### config.mk
export PLATFORM = sky130hd
export DESIGN_NAME = scan_updown_counter
export DESIGN_NICKNAME = d
export VERILOG_FILES = /design/src/rtl/scan_cnt_pkg.sv /design/src/rtl/scan_cnt_stage.sv /design/src/rtl/scan_cnt_chain.sv /design/src/rtl/scan_cnt_reg.sv /design/src/rtl/scan_updown_counter.sv
export SDC_FILE = /design/constraint.sdc
export NUM_CORES = 1
export LEC_CHECK = 0
export CORE_MARGIN = 5
export CORE_UTILIZATION = 50
export CTS_BUF_LIST = sky130_fd_sc_hd__clkbuf_2
export CTS_CLUSTER_SIZE = 24
export DETAILED_ROUTE_END_ITERATION = 8
export DONT_BUFFER_PORTS = 1
export HOLD_SLACK_MARGIN = 0.1
export PLACE_DENSITY_LB_ADDON = 0.2
export SLEW_MARGIN = 5
export SYNTH_ARGS = -nofsm -noshare
export SYNTH_HDL_FRONTEND = slang
export SYNTH_HIERARCHICAL = 1
export SYNTH_SLANG_ARGS = --single-unit
### constraint.sdc
create_clock -name clk -period 3.4 [get_ports clk]
set_input_delay 0.34 -clock clk [delete_from_list [all_inputs] [get_ports clk]]
set_output_delay 0.34 -clock clk [all_outputs]
set_load 0.01 [all_outputs]
### src/rtl/scan_cnt_pkg.sv
package scan_cnt_pkg;

  typedef enum logic [1:0] {
    OP_HOLD  = 2'd0,
    OP_LOAD  = 2'd1,
    OP_COUNT = 2'd2,
    OP_SHIFT = 2'd3
  } cnt_op_e;

  // Test mode wins over load; enable gates both counting and shifting.
  function automatic cnt_op_e pick_op(input logic test, input logic load,
                                      input logic en);
    if (test)      return en ? OP_SHIFT : OP_HOLD;
    else if (load) return OP_LOAD;
    else if (en)   return OP_COUNT;
    else           return OP_HOLD;
  endfunction

endpackage

### src/rtl/scan_cnt_stage.sv
// One bit of the shared propagation chain.
// Normal mode: the carry passes when this bit equals the "ripple" value for
// the direction (1 for up, 0 for down); the bit toggles when the carry arrives.
// Test mode: the carry into the stage is the lower neighbour's bit, and the
// stage forwards its own bit upward.
module scan_cnt_stage (
  input  logic q_bit,
  input  logic dir,
  input  logic test,
  input  logic c_in,
  output logic c_out,
  output logic nxt
);
  logic pass;

  always_comb begin
    pass = q_bit ^ dir;
    if (test) begin
      c_out = q_bit;
      nxt   = c_in;
    end else begin
      c_out = c_in & pass;
      nxt   = q_bit ^ c_in;
    end
  end
endmodule

### src/rtl/scan_cnt_chain.sv
module scan_cnt_chain #(
  parameter int W = 8
) (
  input  logic [W-1:0] q,
  input  logic         dir,
  input  logic         test,
  input  logic         sdi,
  output logic [W-1:0] nxt,
  output logic         carry_top
);
  logic [W:0] c;

  // Seed: constant 1 while counting, serial input while scanning.
  assign c[0] = test ? sdi : 1'b1;

  for (genvar i = 0; i < W; i++) begin : g_stage
    scan_cnt_stage u_stage (
      .q_bit (q[i]),
      .dir   (dir),
      .test  (test),
      .c_in  (c[i]),
      .c_out (c[i+1]),
      .nxt   (nxt[i])
    );
  end

  assign carry_top = c[W];
endmodule

### src/rtl/scan_cnt_reg.sv
module scan_cnt_reg
  import scan_cnt_pkg::*;
#(
  parameter int W = 8
) (
  input  logic         clk,
  input  logic         rst,
  input  logic         en,
  input  logic         load,
  input  logic         test,
  input  logic         sdi,
  input  logic [W-1:0] ext,
  input  logic [W-1:0] chain_nxt,
  output logic [W-1:0] q
);
  cnt_op_e op;

  always_comb op = pick_op(test, load, en);

  always_ff @(posedge clk) begin
    if (rst) q <= '0;
    else begin
      unique case (op)
        OP_LOAD:  q <= ext;
        OP_COUNT,
        OP_SHIFT: q <= chain_nxt;
        default:  q <= q;
      endcase
    end
  end

  assert_reset_clears_R1: assert property (@(posedge clk)
    rst |=> (q == '0));

  assert_load_takes_ext_R4: assert property (@(posedge clk) disable iff (rst)
    (!test && load) |=> (q == $past(ext)));

  assert_hold_idle_R5: assert property (@(posedge clk) disable iff (rst)
    (!test && !load && !en) |=> $stable(q));

  assert_shift_step_R7: assert property (@(posedge clk) disable iff (rst)
    (test && en) |=> (q == {$past(q[W-2:0]), $past(sdi)}));

  assert_test_hold_R9: assert property (@(posedge clk) disable iff (rst)
    (test && !en) |=> $stable(q));
endmodule

### src/rtl/scan_updown_counter.sv
module scan_updown_counter #(
  parameter int W = 8
) (
  input  logic         clk,
  input  logic         rst,
  input  logic         en_i,
  input  logic         load_i,
  input  logic         dir_i,
  input  logic [W-1:0] ext_i,
  input  logic         test_i,
  input  logic         sdi_i,
  output logic [W-1:0] count_o,
  output logic         sdo_o,
  output logic         tc_o
);
  localparam logic [W-1:0] ALL_ONES = {W{1'b1}};

  logic [W-1:0] q;
  logic [W-1:0] chain_nxt;
  logic         carry_top;

  scan_cnt_chain #(.W(W)) u_chain (
    .q         (q),
    .dir       (dir_i),
    .test      (test_i),
    .sdi       (sdi_i),
    .nxt       (chain_nxt),
    .carry_top (carry_top)
  );

  scan_cnt_reg #(.W(W)) u_reg (
    .clk       (clk),
    .rst       (rst),
    .en        (en_i),
    .load      (load_i),
    .test      (test_i),
    .sdi       (sdi_i),
    .ext       (ext_i),
    .chain_nxt (chain_nxt),
    .q         (q)
  );

  assign count_o = q;
  assign sdo_o   = q[W-1];
  assign tc_o    = !test_i && carry_top;

  assert_count_up_R2: assert property (@(posedge clk) disable iff (rst)
    (!test_i && !load_i && en_i && !dir_i) |=> (count_o == $past(count_o) + 1'b1));

  assert_count_down_R3: assert property (@(posedge clk) disable iff (rst)
    (!test_i && !load_i && en_i && dir_i) |=> (count_o == $past(count_o) - 1'b1));

  assert_tc_matches_R6: assert property (@(posedge clk) disable iff (rst)
    !test_i |-> (tc_o == (dir_i ? (count_o == '0) : (count_o == ALL_ONES))));

  assert_tc_low_test_R10: assert property (@(posedge clk) disable iff (rst)
    test_i |-> !tc_o);
endmodule

==> impl_metrics.json, run 1 <==
{
  "post-synth-top-area-fraction_pct": 19.9,
  "ys_ff_latch": 8,
  "drt_iter0_markers": 7,
  "first_pass_iters": 4,
  "grt_use_total_pct": 17.7,
  "drive_gt1_share_pct": 36.4,
  "crit_type": "reg -> out",
  "holdWs_ps": 148,
  "syn_nets": 103,
  "grt_max_degree": 36,
  "max_cap_viol_count": 0,
  "min_period_over_period_pct": 110,
  "top_level_ports": 25,
  "setup_viol": 1,
  "antenna_left": 0,
  "largest_reg_flops": 8,
  "path_cells": "nand4bb_1, o211ai_1, nand2_1, o211ai_1, nand2_1, o211ai_1, nand2_1, o211ai_1, buf_4, nand4bb_1, o211ai_1, nand2_1, o211ai_1, nand2_1, o211ai_1, nand2_1, o211ai_1, nor2b_4",
  "grt_pass1_vias": 749,
  "fin_nets": 124,
  "end_kind": "output port",
  "synth.avg_cell_area_um2": 9.16,
  "hold_class": "in -> reg",
  "routedWlPerCell_um": 14.7,
  "finalWorstSetupSlack_ps": -349,
  "largest-register": "u_reg/q",
  "hpwl_um": 1110,
  "tightest_slew_ps": 337,
  "yosys_warnings": 6,
  "fmax_mhz": 267,
  "synth_flop_cell": "dfxtp_1",
  "grt_overflow": 0,
  "viasPerCell": 5.74,
  "path_common_cell": "o211ai_1",
  "slew_violations": 0,
  "critical_path_arrival_ps": 3410,
  "synth_common_cells": "nand2_1 (16), nand2b_1 (9)",
  "row_count": 14,
  "drt_wl_total_um": 1810,
  "die_h_um": 50.1,
  "ir_drop_v": 0.000199,
  "synthDistinctLibCells": 14,
  "path_delay_family": "compound AO/OA/AOI/OAI gates",
  "clkTransAtPathRegs_ps": 80,
  "cts-root-buf": "clkbuf_2",
  "startpoint_type": "register",
  "crit_slowest_cell": "dfxtp_2",
  "postPlaceCellArea_um2": 830,
  "clk_latency_ps": 240,
  "die_area_mm2": 0.00251,
  "finish.instance_area_um2": 987,
  "cts_num_sinks": 8,
  "slew_headroom_pct": 77.5,
  "synth_area_leaders": "dfxtp_1 (20%), a211oi_2 (12%), nand4bb_1 (11%), mux2i_1 (9.9%), xnor2_1 (8.7%)",
  "syn_inst": 88,
  "leakage_nw": 0.368,
  "cts_buffer_depth": 2,
  "ys_async_sr_fraction_pct": 0,
  "period_needed_ps": 3750,
  "synth.cell_area_um2": 806,
  "yosys.area.top_type": "dfxtp_1",
  "start_util_pct": 52.9,
  "diodes": 0,
  "path_max_fanout": 3,
  "rsz0062_at_grt": "yes",
  "skew_ps": 0.959,
  "chipWidth_um": 50.1,
  "failed_checks": "setup timing",
  "portBuffers": 0,
  "slowest_delay_ps": 340,
  "grt_pass1_wl_um": 3470,
  "powerDensity_mw_per_mm2": 292,
  "synth_edf_count": 0,
  "cts_tree": "yes",
  "hold_viol_final": 0,
  "ys_seq_area_share_pct": 19.9,
  "antenna_found_initial": 0,
  "core_mm2": 0.00152,
  "numCtsBuffers": 3,
  "critPathBufInv": 1,
  "hold_buffers": 0,
  "crit_required_ps": 3060,
  "place_congestion": 0.705,
  "area_growth_pct": 22.5,
  "num_vias": 706,
  "synth.most_common_cell": "nand2_1",
  "drc": 0,
  "htreeDepth": 1,
  "reg_top3": "u_reg/q: 8 flops",
  "outcome": "finished with violations"
}
[cells by family (layout without fill, tap and decap cells)]
group	after synthesis	count (layout)	synth area share (%)
AND/OR/NAND/NOR	43	43	36.5
XOR/XNOR	8	8	8.70
multiplexers	8	8	9.94
AO/OA/AOI/OAI	16	16	19.9
buffers and inverters	5	24	5.12
flip-flops	8	8	19.9
[layout by cell type, fill, tap and decap left out]
cell type / Yosys / layout
nor3b_1: 8 / 8
nand2_1: 16 / 15
nand2b_1: 9 / 9
dfxtp_2: 0 / 1
a211oi_2: 8 / 8
xnor2_2: 0 / 3
clkbuf_2: 0 / 3
buf_6: 2 / 1
buf_4: 2 / 20
nor2b_4: 1 / 1
xnor2_1: 8 / 5
nand2b_4: 1 / 1
nand4bb_1: 8 / 8
dfxtp_1: 8 / 7
nand2_2: 0 / 1
mux2i_1: 8 / 8
o211ai_1: 8 / 8
[routing by layer]
metal	track usage (%)	up-vias	share of wire (%)
met5	0	-	0
met4	5.24	0	0.61
met3	6.21	2	6.4
met2	31.8	16	48
met1	19.3	324	45
li1	-	364	-
[metrics by stage]
stage	total power, mW	setup TNS (ps)	utilization [%]	cells	setup WS [ps]
final	0.288	-349	64.8	123	-349
after global routing	0.309	-1230	64.8	123	-778
after CTS	0.312	-1080	73.2	137	-360
after detailed placement	0.201	-467	54.4	105	-286
after global placement	0.199	-313	54.4	105	-207
after floorplan	0.192	-86.2	-	88	-86.2
[area by class of cell]
cell class | count | area [um^2]
flip-flops and latches | 8 | 161
well taps | 16 | 20.0
multi-input cells | 75 | 629
fillers | 115 | 537
clock buffers | 3 | 15.0
repair buffers | 21 | 161
[power breakdown]
group          switching, mW  internal [mW]  total (mW)
combinational         0.0403         0.0724       0.113
clock                 0.0332         0.0241      0.0572
sequential            0.0156          0.103       0.118
total                 0.0890          0.199       0.288
[final timing paths]
check / startpoint / to / slack (ps) / cells past startpoint
hold reg to reg: u_reg/q[1]$_SDFFE_PP0P_ / u_reg/q[1]$_SDFFE_PP0P_ / 640 / 2
setup reg to reg: u_reg/q[0]$_SDFFE_PP0P_ / u_reg/q[7]$_SDFFE_PP0P_ / 20 / 19
hold / removal: rst / u_reg/q[0]$_SDFFE_PP0P_ / 150 / 1
setup / recovery: u_reg/q[0]$_SDFFE_PP0P_ / tc_o / -350 / 18
[timing repair]
item,4_1_cts,5_1_grt
setup endpoints to repair,2,4
pin swaps,13,14
gates resized for setup,13,3
setup buffers,30,7
(Power assumes the default switching activity.)
==> run 2: changes to the inputs <==
--- a/config.mk
+++ b/config.mk
@@ -11,6 +11,7 @@
 export CTS_CLUSTER_SIZE = 24
 export DETAILED_ROUTE_END_ITERATION = 8
 export DONT_BUFFER_PORTS = 1
+export GPL_TIMING_DRIVEN = 0
 export HOLD_SLACK_MARGIN = 0.1
 export PLACE_DENSITY_LB_ADDON = 0.2
 export SLEW_MARGIN = 5
==> run 2 against run 1 <==
  * The flow still finishes with violations (setup timing)
  * Critical path type unchanged
  * Hold slack gained 200 ps
  * Largest cell class unchanged
  * Total power is 6.5% lower
  * Via count decreased by 4.4%
  * Register-to-register slack got worse by 90 ps
  * Non-clock buffer count fell by 10
==> impl_metrics.json, run 2 (synthesized netlist as in run 1, its figures left out) <==
{
  "top_level_ports": 25,
  "outcome": "finished with violations",
  "reg_top3": "u_reg/q: 8 flops",
  "largest-register": "u_reg/q",
  "drive_gt1_share_pct": 26.8,
  "placed_cells": 104,
  "drt_wl_total_um": 1670,
  "first_pass_iters": 3,
  "max_cap_viol_count": 0,
  "finish.instance_area_um2": 905,
  "fmax_mhz": 259,
  "rr_worst_depth": 18,
  "end_kind": "output port",
  "reg2reg_from": "u_reg/q[0]$_SDFFE_PP0P_",
  "post-route-util_pct": 59.4,
  "viasPerCell": 5.97,
  "finalWorstSetupSlack_ps": -462,
  "die_h_um": 50.1,
  "grt_use_total_pct": 14.4,
  "hold_class": "in -> reg",
  "antenna_found_initial": 0,
  "row_count": 14,
  "rsz0062_at_grt": "yes",
  "period_needed_ps": 3860,
  "drt_iter0_markers": 2,
  "htreeDepth": 1,
  "clkTransAtPathRegs_ps": 70,
  "ir_drop_v": 0.000187,
  "place_congestion": 0.642,
  "crit_type": "reg -> out",
  "hpwl_um": 1220,
  "grt_pass1_vias": 645,
  "slew_violations": 0,
  "power_uw": 269,
  "slew_headroom_pct": 63.7,
  "setup_viol": 2,
  "chipWidth_um": 50.1,
  "skew_ps": 3.04,
  "holdWs_ps": 345,
  "crit_start": "u_reg/q[0]$_SDFFE_PP0P_",
  "startpoint_type": "register",
  "cts_tree": "yes",
  "mostFrequentLayoutCells": "nand2_1 (16), nand2b_1 (9)",
  "die_area_mm2": 0.00251,
  "num_vias": 675,
  "critical_path_arrival_ps": 3520,
  "tns_ps": -528,
  "start_util_pct": 52.9,
  "numCtsBuffers": 3,
  "min_period_over_period_pct": 114,
  "hold_buffers": 0,
  "fin_nets": 114,
  "cts_num_sinks": 8,
  "path_max_fanout": 6,
  "drc": 0,
  "grt_max_degree": 28,
  "clk_latency_ps": 240,
  "dp_slack_ps": -487,
  "routedWlPerCell_um": 14.8,
  "crit_required_ps": 3060,
  "endpoint": "tc_o",
  "antenna_left": 0,
  "postPlaceCellArea_um2": 826,
  "grt_overflow": 0,
  "diodes": 0,
  "hold_viol_final": 0,
  "powerDensity_mw_per_mm2": 298,
  "largest_reg_flops": 8,
  "leakage_nw": 0.304,
  "portBuffers": 0,
  "tightest_slew_ps": 545,
  "cts_buffer_depth": 2,
  "fin_cells": 113,
  "grt_pass1_wl_um": 2770,
  "layout_commonest_cell": "nand2_1",
  "core_mm2": 0.00152,
  "crit-reg2reg-capture": "u_reg/q[7]$_SDFFE_PP0P_",
  "failed_checks": "setup timing",
  "area_growth_pct": 12.3,
  "r2r_slack_ps": -70,
  "cts-root-buf": "clkbuf_2"
}
## run 2: worst max-delay path, cell delays in order (launching register included)
cell and delay, ps:
dfxtp_4 370, nand4bb_1 170, o211ai_1 150, nand2_1 80, o211ai_1 280, nand2_1 90, o211ai_1 250, nand2_1 80
o211ai_1 270, nand2_1 90, o211ai_1 300, nand2_1 90, o211ai_1 260, nand2_1 90, o211ai_1 280, nand2_1 80
o211ai_1 160, nor2b_4 190
## run 2: how the worst min path moves through the flow
stage,startpoint,end,cells past startpoint
global placement,ext_i[7],u_reg/q[7]$_SDFFE_PP0P_,2
CTS,ext_i[0],u_reg/q[0]$_SDFFE_PP0P_,2
finish,ext_i[0],u_reg/q[0]$_SDFFE_PP0P_,2
floorplan,ext_i[0],u_reg/q[0]$_SDFFE_PP0P_,2
global route,ext_i[0],u_reg/q[0]$_SDFFE_PP0P_,2
detailed placement,ext_i[0],u_reg/q[0]$_SDFFE_PP0P_,2
## run 2: final cells by class
type	count	area, um^2
buffer	5	41.3
clock buffer	3	15.0
fill	147	619
multi-input combinational	75	619
sequential	8	164
tap	16	20.0
timing repair buffer	6	45.0
## run 2: report_power, final
group	switching [mW]	total (mW)	internal, mW
sequential	0.0171	0.120	0.103
clock	0.0310	0.0550	0.0240
combinational	0.0395	0.0947	0.0552
total	0.0875	0.269	0.182
## run 2: what timing repair did
| item | 4_1_cts | 5_1_grt |
|---|---|---|
| endpoints found under the setup margin | 2 | 3 |
| resized for setup | 3 | 1 |
| pin swaps | 9 | 11 |
| buffers inserted | 4 | 2 |
## run 2: routing by layer
metal / global-route usage (%) / part of all wire (%) / vias up
met4: 5.24 / 0.66 / 0
li1: - / - / 346
met2: 25.9 / 53 / 16
met1: 13.9 / 40 / 311
met3: 7.10 / 6.4 / 2
met5: 0 / 0 / -
